<file path="src/rtl/bmdma_pkg.sv">
// Shared types, register selects and word packing helpers for the byte DMA.
// Assumes byte memory is 8 bits wide and on-chip words at most 24 bits.
package bmdma_pkg;

    localparam int BYTE_W = 8;
    localparam int WORD_W = 24;

    typedef enum logic [2:0] {
        ST_IDLE,
        ST_MEM,
        ST_BWAIT,
        ST_BACC,
        ST_DONE
    } st_e;

    localparam logic [2:0] SEL_CTRL = 3'd0;
    localparam logic [2:0] SEL_PAGE = 3'd1;
    localparam logic [2:0] SEL_OFS  = 3'd2;
    localparam logic [2:0] SEL_IADR = 3'd3;
    localparam logic [2:0] SEL_CNT  = 3'd4;

    localparam logic [1:0] FMT_PM24  = 2'b00;
    localparam logic [1:0] FMT_DM16  = 2'b01;
    localparam logic [1:0] FMT_DM8HI = 2'b10;
    localparam logic [1:0] FMT_DM8LO = 2'b11;

    // Number of byte accesses per word for a format.
    function automatic logic [1:0] bytes_per_word(input logic [1:0] fmt);
        case (fmt)
            FMT_PM24: return 2'd3;
            FMT_DM16: return 2'd2;
            default:  return 2'd1;
        endcase
    endfunction

    // Build the on-chip word from bytes shifted in (last byte in [7:0]).
    function automatic logic [WORD_W-1:0] pack_word(input logic [1:0] fmt,
                                                    input logic [WORD_W-1:0] acc);
        case (fmt)
            FMT_PM24:  return acc;
            FMT_DM16:  return {8'h00, acc[15:0]};
            FMT_DM8HI: return {8'h00, acc[7:0], 8'h00};
            default:   return {16'h0000, acc[7:0]};
        endcase
    endfunction

    // Align an on-chip word so its first outgoing byte sits in [23:16].
    function automatic logic [WORD_W-1:0] unpack_word(input logic [1:0] fmt,
                                                      input logic [WORD_W-1:0] w);
        case (fmt)
            FMT_PM24:  return w;
            FMT_DM16:  return {w[15:0], 8'h00};
            FMT_DM8HI: return {w[15:8], 16'h0000};
            default:   return {w[7:0], 16'h0000};
        endcase
    endfunction

endpackage

</file>
<file path="src/rtl/bmdma_regs.sv">
// Configuration and address/count registers of the byte DMA.
// Accepts writes only while idle. The sequencer steps the address and
// count registers through single-cycle increment/decrement strobes.
module bmdma_regs
    import bmdma_pkg::*;
#(
    parameter int PAGE_W  = 8,
    parameter int OFS_W   = 14,
    parameter int IADR_W  = 14,
    parameter int CNT_W   = 14,
    parameter int WS_W    = 4,
    parameter int OVL_W   = 4,
    parameter int XA_W    = PAGE_W + OFS_W
) (
    input  logic              clk,
    input  logic              rst_n,
    input  logic              wr_en,
    input  logic [2:0]        sel,
    input  logic [CNT_W-1:0]  wdata,
    input  logic              busy,
    input  logic              ext_inc,
    input  logic              int_inc,
    input  logic              cnt_dec,
    output logic [1:0]        fmt,
    output logic              dir,
    output logic              halt,
    output logic [WS_W-1:0]   waits,
    output logic [OVL_W-1:0]  ovl,
    output logic [XA_W-1:0]   xaddr,
    output logic [IADR_W-1:0] iaddr,
    output logic [CNT_W-1:0]  cnt,
    output logic              start
);
    localparam int WS_LSB  = 4;
    localparam int OVL_LSB = WS_LSB + WS_W;

    logic wr_ok;
    assign wr_ok = wr_en && !busy;
    assign start = wr_ok && (sel == SEL_CNT) && (wdata != '0);

    // Control fields: format, direction, halt, wait states, overlay.
    always_ff @(posedge clk) begin
        if (!rst_n) begin
            fmt   <= FMT_PM24;
            dir   <= 1'b0;
            halt  <= 1'b0;
            waits <= '0;
            ovl   <= '0;
        end else if (wr_ok && sel == SEL_CTRL) begin
            fmt   <= wdata[1:0];
            dir   <= wdata[2];
            halt  <= wdata[3];
            waits <= wdata[WS_LSB +: WS_W];
            ovl   <= wdata[OVL_LSB +: OVL_W];
        end
    end

    // External byte address: page and offset writes, per-byte increment with carry.
    always_ff @(posedge clk) begin
        if (!rst_n) begin
            xaddr <= '0;
        end else if (wr_ok && sel == SEL_PAGE) begin
            xaddr[XA_W-1 -: PAGE_W] <= wdata[PAGE_W-1:0];
        end else if (wr_ok && sel == SEL_OFS) begin
            xaddr[OFS_W-1:0] <= wdata[OFS_W-1:0];
        end else if (ext_inc) begin
            xaddr <= xaddr + 1'b1;
        end
    end

    // On-chip word address: write or per-word increment.
    always_ff @(posedge clk) begin
        if (!rst_n) begin
            iaddr <= '0;
        end else if (wr_ok && sel == SEL_IADR) begin
            iaddr <= wdata[IADR_W-1:0];
        end else if (int_inc) begin
            iaddr <= iaddr + 1'b1;
        end
    end

    // Live word count: loaded by a starting write, decremented per word.
    always_ff @(posedge clk) begin
        if (!rst_n) begin
            cnt <= '0;
        end else if (start) begin
            cnt <= wdata;
        end else if (cnt_dec) begin
            cnt <= cnt - 1'b1;
        end
    end
endmodule

</file>
<file path="src/rtl/bmdma_seq.sv">
// Transfer sequencer: steps through byte accesses with wait states, yields
// to core external requests before each byte, and performs one on-chip
// handshake per word. A single shift register assembles bytes on loads
// and serialises words on stores. Assumes configuration is stable while busy.
module bmdma_seq
    import bmdma_pkg::*;
#(
    parameter int WS_W  = 4,
    parameter int CNT_W = 14
) (
    input  logic              clk,
    input  logic              rst_n,
    input  logic              start,
    input  logic              dir,
    input  logic [1:0]        fmt,
    input  logic [WS_W-1:0]   waits,
    input  logic [CNT_W-1:0]  cnt,
    input  logic              core_ext_req,
    input  logic [BYTE_W-1:0] bm_rdata,
    input  logic              mem_gnt,
    input  logic [WORD_W-1:0] mem_rdata,
    output logic              busy,
    output logic              bm_req,
    output logic              bm_we,
    output logic [BYTE_W-1:0] bm_wdata,
    output logic              mem_req,
    output logic              mem_we,
    output logic [WORD_W-1:0] mem_wdata,
    output logic              ext_inc,
    output logic              int_inc,
    output logic              cnt_dec,
    output logic              done
);
    st_e               st;
    logic [WS_W-1:0]   wcnt;
    logic [1:0]        bidx;
    logic [WORD_W-1:0] shreg;
    logic              byte_end, last_byte, cnt_last;

    assign byte_end  = (st == ST_BACC) && (wcnt == '0);
    assign last_byte = (bidx == bytes_per_word(fmt) - 2'd1);
    assign cnt_last  = (cnt == CNT_W'(1));

    assign busy      = (st != ST_IDLE);
    assign bm_req    = (st == ST_BACC);
    assign bm_we     = bm_req && dir;
    assign bm_wdata  = shreg[WORD_W-1 -: BYTE_W];
    assign mem_req   = (st == ST_MEM);
    assign mem_we    = !dir;
    assign mem_wdata = pack_word(fmt, shreg);
    assign ext_inc   = byte_end;
    assign int_inc   = mem_req && mem_gnt;
    assign cnt_dec   = (int_inc && !dir) || (byte_end && last_byte && dir);
    assign done      = (st == ST_DONE);

    // Main transfer state machine with wait counter, byte index and shifter.
    always_ff @(posedge clk) begin
        if (!rst_n) begin
            st    <= ST_IDLE;
            wcnt  <= '0;
            bidx  <= '0;
            shreg <= '0;
        end else begin
            case (st)
                ST_IDLE: begin
                    if (start) begin
                        st   <= dir ? ST_MEM : ST_BWAIT;
                        bidx <= '0;
                    end
                end
                ST_BWAIT: begin
                    if (!core_ext_req) begin
                        st   <= ST_BACC;
                        wcnt <= waits;
                    end
                end
                ST_BACC: begin
                    if (wcnt != '0) begin
                        wcnt <= wcnt - 1'b1;
                    end else begin
                        shreg <= dir ? {shreg[WORD_W-BYTE_W-1:0], {BYTE_W{1'b0}}}
                                     : {shreg[WORD_W-BYTE_W-1:0], bm_rdata};
                        if (last_byte) begin
                            bidx <= '0;
                            if (!dir)          st <= ST_MEM;
                            else if (cnt_last) st <= ST_DONE;
                            else               st <= ST_MEM;
                        end else begin
                            bidx <= bidx + 1'b1;
                            st   <= ST_BWAIT;
                        end
                    end
                end
                ST_MEM: begin
                    if (mem_gnt) begin
                        if (dir) begin
                            shreg <= unpack_word(fmt, mem_rdata);
                            st    <= ST_BWAIT;
                        end else begin
                            st <= cnt_last ? ST_DONE : ST_BWAIT;
                        end
                    end
                end
                default: st <= ST_IDLE;
            endcase
        end
    end
endmodule

</file>
<file path="src/rtl/bytemem_dma.sv">
// Top of the byte-wide memory DMA engine: register block plus sequencer.
// Passes overlay bits through and derives core hold and context-reset
// requests from the halt bit. Assumes a synchronous active-low reset.
module bytemem_dma
    import bmdma_pkg::*;
#(
    parameter int PAGE_W = 8,
    parameter int OFS_W  = 14,
    parameter int IADR_W = 14,
    parameter int CNT_W  = 14,
    parameter int WS_W   = 4,
    parameter int OVL_W  = 4
) (
    input  logic                      clk,
    input  logic                      rst_n,
    input  logic                      reg_wr,
    input  logic [2:0]                reg_sel,
    input  logic [CNT_W-1:0]          reg_wdata,
    output logic [CNT_W-1:0]          cnt_o,
    output logic                      busy_o,
    output logic [PAGE_W+OFS_W-1:0]   bm_addr,
    output logic                      bm_req,
    output logic                      bm_we,
    output logic [BYTE_W-1:0]         bm_wdata,
    input  logic [BYTE_W-1:0]         bm_rdata,
    input  logic                      core_ext_req,
    output logic                      mem_req,
    input  logic                      mem_gnt,
    output logic                      mem_we,
    output logic                      mem_pm,
    output logic [IADR_W-1:0]         mem_addr,
    output logic [WORD_W-1:0]         mem_wdata,
    input  logic [WORD_W-1:0]         mem_rdata,
    output logic [OVL_W-1:0]          mem_ovl,
    output logic                      done_irq,
    output logic                      core_halt,
    output logic                      ctx_reset
);
    localparam int XA_W = PAGE_W + OFS_W;

    logic [1:0]      fmt;
    logic            dir, halt, start, busy, done;
    logic            ext_inc, int_inc, cnt_dec;
    logic [WS_W-1:0] waits;

    bmdma_regs #(
        .PAGE_W(PAGE_W), .OFS_W(OFS_W), .IADR_W(IADR_W), .CNT_W(CNT_W),
        .WS_W(WS_W), .OVL_W(OVL_W), .XA_W(XA_W)
    ) u_regs (
        .clk(clk), .rst_n(rst_n), .wr_en(reg_wr), .sel(reg_sel), .wdata(reg_wdata),
        .busy(busy), .ext_inc(ext_inc), .int_inc(int_inc), .cnt_dec(cnt_dec),
        .fmt(fmt), .dir(dir), .halt(halt), .waits(waits), .ovl(mem_ovl),
        .xaddr(bm_addr), .iaddr(mem_addr), .cnt(cnt_o), .start(start)
    );

    bmdma_seq #(.WS_W(WS_W), .CNT_W(CNT_W)) u_seq (
        .clk(clk), .rst_n(rst_n), .start(start), .dir(dir), .fmt(fmt),
        .waits(waits), .cnt(cnt_o), .core_ext_req(core_ext_req),
        .bm_rdata(bm_rdata), .mem_gnt(mem_gnt), .mem_rdata(mem_rdata),
        .busy(busy), .bm_req(bm_req), .bm_we(bm_we), .bm_wdata(bm_wdata),
        .mem_req(mem_req), .mem_we(mem_we), .mem_wdata(mem_wdata),
        .ext_inc(ext_inc), .int_inc(int_inc), .cnt_dec(cnt_dec), .done(done)
    );

    assign busy_o    = busy;
    assign mem_pm    = (fmt == FMT_PM24);
    assign done_irq  = done;
    assign core_halt = busy && halt;
    assign ctx_reset = done && halt;
endmodule

</file>
<file path="config.mk">
export PLATFORM = sky130hd
export DESIGN_NAME = bytemem_dma
export DESIGN_NICKNAME = d
export VERILOG_FILES = /design/src/rtl/bmdma_pkg.sv /design/src/rtl/bmdma_regs.sv /design/src/rtl/bmdma_seq.sv /design/src/rtl/bytemem_dma.sv
export SDC_FILE = /design/constraint.sdc
export NUM_CORES = 1
export LEC_CHECK = 0
export BUFFER_PORTS_ARGS = -buffer_cell sky130_fd_sc_hd__buf_2
export CORE_MARGIN = 2
export CORE_UTILIZATION = 50
export CTS_BUF_LIST = sky130_fd_sc_hd__clkbuf_4 sky130_fd_sc_hd__clkbuf_8
export DETAILED_ROUTE_END_ITERATION = 8
export PLACE_DENSITY = 0.83
export SLEW_MARGIN = 20
export SYNTH_ARGS = -nofsm -noshare
export SYNTH_HDL_FRONTEND = slang
export SYNTH_SLANG_ARGS = --single-unit
</file>
<file path="constraint.sdc">
create_clock -name clk -period 2.9 [get_ports clk]
set_input_delay 0.435 -clock clk [delete_from_list [all_inputs] [get_ports clk]]
set_output_delay 0.435 -clock clk [all_outputs]
set_load 0.02 [all_outputs]
</file>
==> flow_results.org <==
** STA
- After routing, the total negative slack on setup checks comes to 0 ns.
- Crit path time final :: around 2.5 ns
- Based on the critical path, the design can be clocked at up to slightly above 0.4 GHz.
- Setup repair after global routing missed its margin :: false
- Smallest hold slack :: 0.408 ns
- Tightest Pin Transition :: between 0.7 and 0.8 ns
- After layout, the worst setup slack is between 0.4 and 0.5 ns.
- In the finished design, the share of the clock period the worst path needs comes to 85.4%.
- Slew Limit Headroom :: roughly 50%
- Worst-case clock skew :: approximately 0.015 ns
- Hold Fails Final Rpt :: 0
- Setup violations remaining at the end of the flow were counted as 0.
- Final Max Tran Viols :: 0

** Clocking
- Root buffer cell :: sky130_fd_sc_hd__clkbuf_8
- Setup Buffers After CTS :: 0
- Clock tree synthesis found a total of between 90 and 100 sinks.
- CTS-repair resized insts :: 0
- CTS Buf Count :: 9
- The H-tree generated during clock tree synthesis spans 3 levels.
- In this run the deepest clock path goes through 2 buffers.
- Clock latency of the later-clocked register in the worst-skew pair :: approximately 0.36 ns
- After clock tree synthesis, the flow added hold-fix buffers numbering 0.
- TritonCTS built the clock tree.
- Clock edge transition at the registers on the reported setup and hold paths :: ~0.10 ns

** Power and ir drop
- Total power for the finished layout comes to between 2 and 3 mW.
- In this run the power density over the cells is roughly 400 mW/mm².
- IR analysis of the VDD net gives a maximum drop of between 300 and 400 µV.
- In this run the static leakage power is ~2.7 nW.

** Place
- The congestion estimate from routability-driven global placement came to between 0.9 and 1.
- The wire-length estimate of the detail-placed layout is around 12,000 µm.
- After detailed placement, the total cell area comes to 0.00652 mm².
- Count of port buffers added during placement :: roughly 150
- Dpl ws :: 0.475 ns

** GRT
- The first global-routing pass estimated between 20,000 and 30,000 µm of wire.
- The initial antenna violation count came to 0.
- The via count of the first global-routing pass was around 5,300.
- Pin count of the biggest net entering global routing :: 62
- Overflow left after global routing :: 0
- Global-route usage over all layers :: between 20% and 30%

** Synth
- Sequential element share of the synthesized area :: between 30% and 40%
- Synthesized flop and latch total :: 95
- The biggest area contributor in the post-synthesis netlist is sky130_fd_sc_hd__dfxtp_1.
- Most area-consuming cells after synthesis :: sky130_fd_sc_hd__dfxtp_1 (33%), sky130_fd_sc_hd__nor2_1 (6.0%), sky130_fd_sc_hd__a211oi_1 (5.6%), sky130_fd_sc_hd__mux2i_1 (4.3%), sky130_fd_sc_hd__nand2_1 (3.2%)
- Distinct cell type count after synthesis :: slightly above 70
- Summing every instance area after synthesis gives around 0.0058 mm².
- Count of flip-flops with a built-in enable after synthesis :: 0
- Dominant register cell in the synthesized netlist :: sky130_fd_sc_hd__dfxtp_1
- Number of standard cells after synthesis :: just over 700
- Top cell types by occurrence after synthesis :: sky130_fd_sc_hd__dfxtp_1 (95), sky130_fd_sc_hd__nor2_1 (92), sky130_fd_sc_hd__nand2_1 (49)
- Synthesized area per cell :: slightly above 8 µm²
- Async set-reset flop share out of synthesis :: 0%
- Share of the synthesized area in the top cell type :: 32.9%
- Post-synthesis net count :: 777
- Leading cell type by number of instances after synthesis :: sky130_fd_sc_hd__dfxtp_1
- For this run, the number of Yosys warnings is 0.

** Worst hold path
- Cells on Worst Hold Path :: 3
- Hold crit path type :: in2reg

** Setup path
- Counting both buffers and inverters, the worst setup path holds a total of 0.
- The critical path crosses 5 cells after its start point.
- STA classifies the critical path endpoint as a flip-flop.
- At the worst endpoint, the required time is around 3.2 ns.
- In this design, the stage delay of the slowest critical-path cell is 0.65 ns.
- WP data arrival :: roughly 2.8 ns
- On the critical path, the stage with the largest delay is an instance of sky130_fd_sc_hd__dfxtp_1.
- Walking the worst path, the cells encountered are or3_1, nand2b_1, o2111a_1, a21oi_2, a221oi_1.
- Worst Reg2Reg Path Length in Cells :: 5
- Grouping stages by cell kind, the critical path spends the most delay in compound AO/OA/AOI/OAI gates.
- The critical path is of the reg2reg type.
- Critical path startpoint category :: flip-flop
- Worst-path fanout max :: 15

** Drt
- The first detailed-routing pass took 5 iterations.
- Using the TritonRoute via totals, the vias-per-cell ratio works out to 6.15.
- In the routed design, unresolved DRC markers number 0.
- Number of DRC violations after detailed-routing iteration 0 :: 648
- Count of vias placed by the detailed router :: approximately 6,000
- ANT nets after route :: 0
- Routed wire per std cell :: approximately 17 µm
- The routed design has 17,000 µm of wire.

** Run
- Across the run, the number of max-cap violations was 0.

** Floorplanning
- The floorplan has 39 rows.
- The total area inside the core boundary comes to roughly 0.011 mm².
- The floorplan step set the die width to around 110 µm.
- Measured along the y axis, the die boundary spans 111 µm.
- For this configuration, the core starts out at a cell density of between 50% and 60%.
- Full die area :: around 0.012 mm²
- 149 I/O pins were placed.

** Final layout
- Counting the fill cells in the layout gives 1,043.
- Cell area after layout :: between 0.006 and 0.007 mm²
- Antenna diode instance count :: 0
- Post-synthesis to final-layout area growth :: 16.4%
- Of the cells placed in the final design, the portion with a size suffix greater than 1 is 24.2%.
- Number of nets in the layout :: just under 900

** Run status
- Outcome :: complete, no violations
## state kept, by name (all words and copies together) (netlist names)
register      flops
u_regs.iaddr     14
u_regs.cnt       14
u_seq.st          3
u_seq.wcnt        4
u_regs.halt       1
u_regs.fmt        2
u_regs.dir        1
u_seq.bidx        2
u_regs.waits      4
u_seq.shreg      24
u_regs.ovl        4
u_regs.xaddr     22
## worst min-delay path, stage by stage
cell and delay [ns]:
sky130_fd_sc_hd__buf_2 0.15, sky130_fd_sc_hd__nand2_1 0.07, sky130_fd_sc_hd__a31oi_1 0.07
## cells by family after synthesis
| logic type | Yosys count | synth area share [%] |
|---|---|---|
| simple gates | 303 | 27.9 |
| fa+ha+maj | 5 | 1.08 |
| buf+inv | 79 | 6.09 |
| flops | 95 | 32.9 |
| xor+xnor | 23 | 3.49 |
| compound gates | 179 | 22.5 |
| mux | 34 | 6.09 |
## power by group
group,switching [mW],internal (mW),leakage (nW)
Combinational,0.286,0.159,1.81
Sequential,0.0466,1.34,0.769
Clock,0.479,0.331,0.0845
## stage by stage
stage,instances,util (%)
2_1_floorplan,718,-
6_report,979,59.4
3_3_place_gp,963,57.6
4_1_cts,978,59.1
3_5_place_dp,963,57.6
5_1_grt,979,59.4
## final timing paths
check	end	slack (ns)	startpoint
max	u_regs.cnt[4]$_SDFFE_PN0P_	0.42	u_seq.st[1]$_SDFFE_PN0P_
min	u_regs.cnt[10]$_SDFFE_PN0P_	0.41	reg_wdata[10]
max reg2reg	u_regs.cnt[4]$_SDFFE_PN0P_	0.42	u_seq.st[1]$_SDFFE_PN0P_
min reg2reg	u_regs.waits[3]$_SDFFE_PN0P_	0.48	u_regs.waits[3]$_SDFFE_PN0P_
## area by class of cell
cell class	instances	area (µm²)	share of cell area (%)
inverters	25	93.8	1.40
multi-input cells	544	3530	52.6
clock inverters	5	33.8	0.503
clock buffers	10	138	2.05
repair buffers	157	841	12.5
well taps	143	179	2.66
flip-flops and latches	95	1900	28.3
## routing by layer
layer	track usage (%)	vias to the layer above	wire, µm
met1	35.7	2807	7120
li1	-	2873	-
met4	9.30	0	380
met3	5.44	31	1560
met5	0	-	0
met2	43.0	305	7920
## placed cells by master (no fill, tap or decap), types with 22 or more instances in the layout
master and instances:
sky130_fd_sc_hd__a211oi_1 43, sky130_fd_sc_hd__a21oi_1 27, sky130_fd_sc_hd__and2_1 26, sky130_fd_sc_hd__buf_2 148
sky130_fd_sc_hd__dfxtp_1 94, sky130_fd_sc_hd__inv_1 22, sky130_fd_sc_hd__mux2i_1 25, sky130_fd_sc_hd__nand2_1 49
sky130_fd_sc_hd__nand3_1 24, sky130_fd_sc_hd__nor2_1 92, sky130_fd_sc_hd__nor3_1 25, sky130_fd_sc_hd__o21ai_0 23
(Power assumes the default switching activity.)
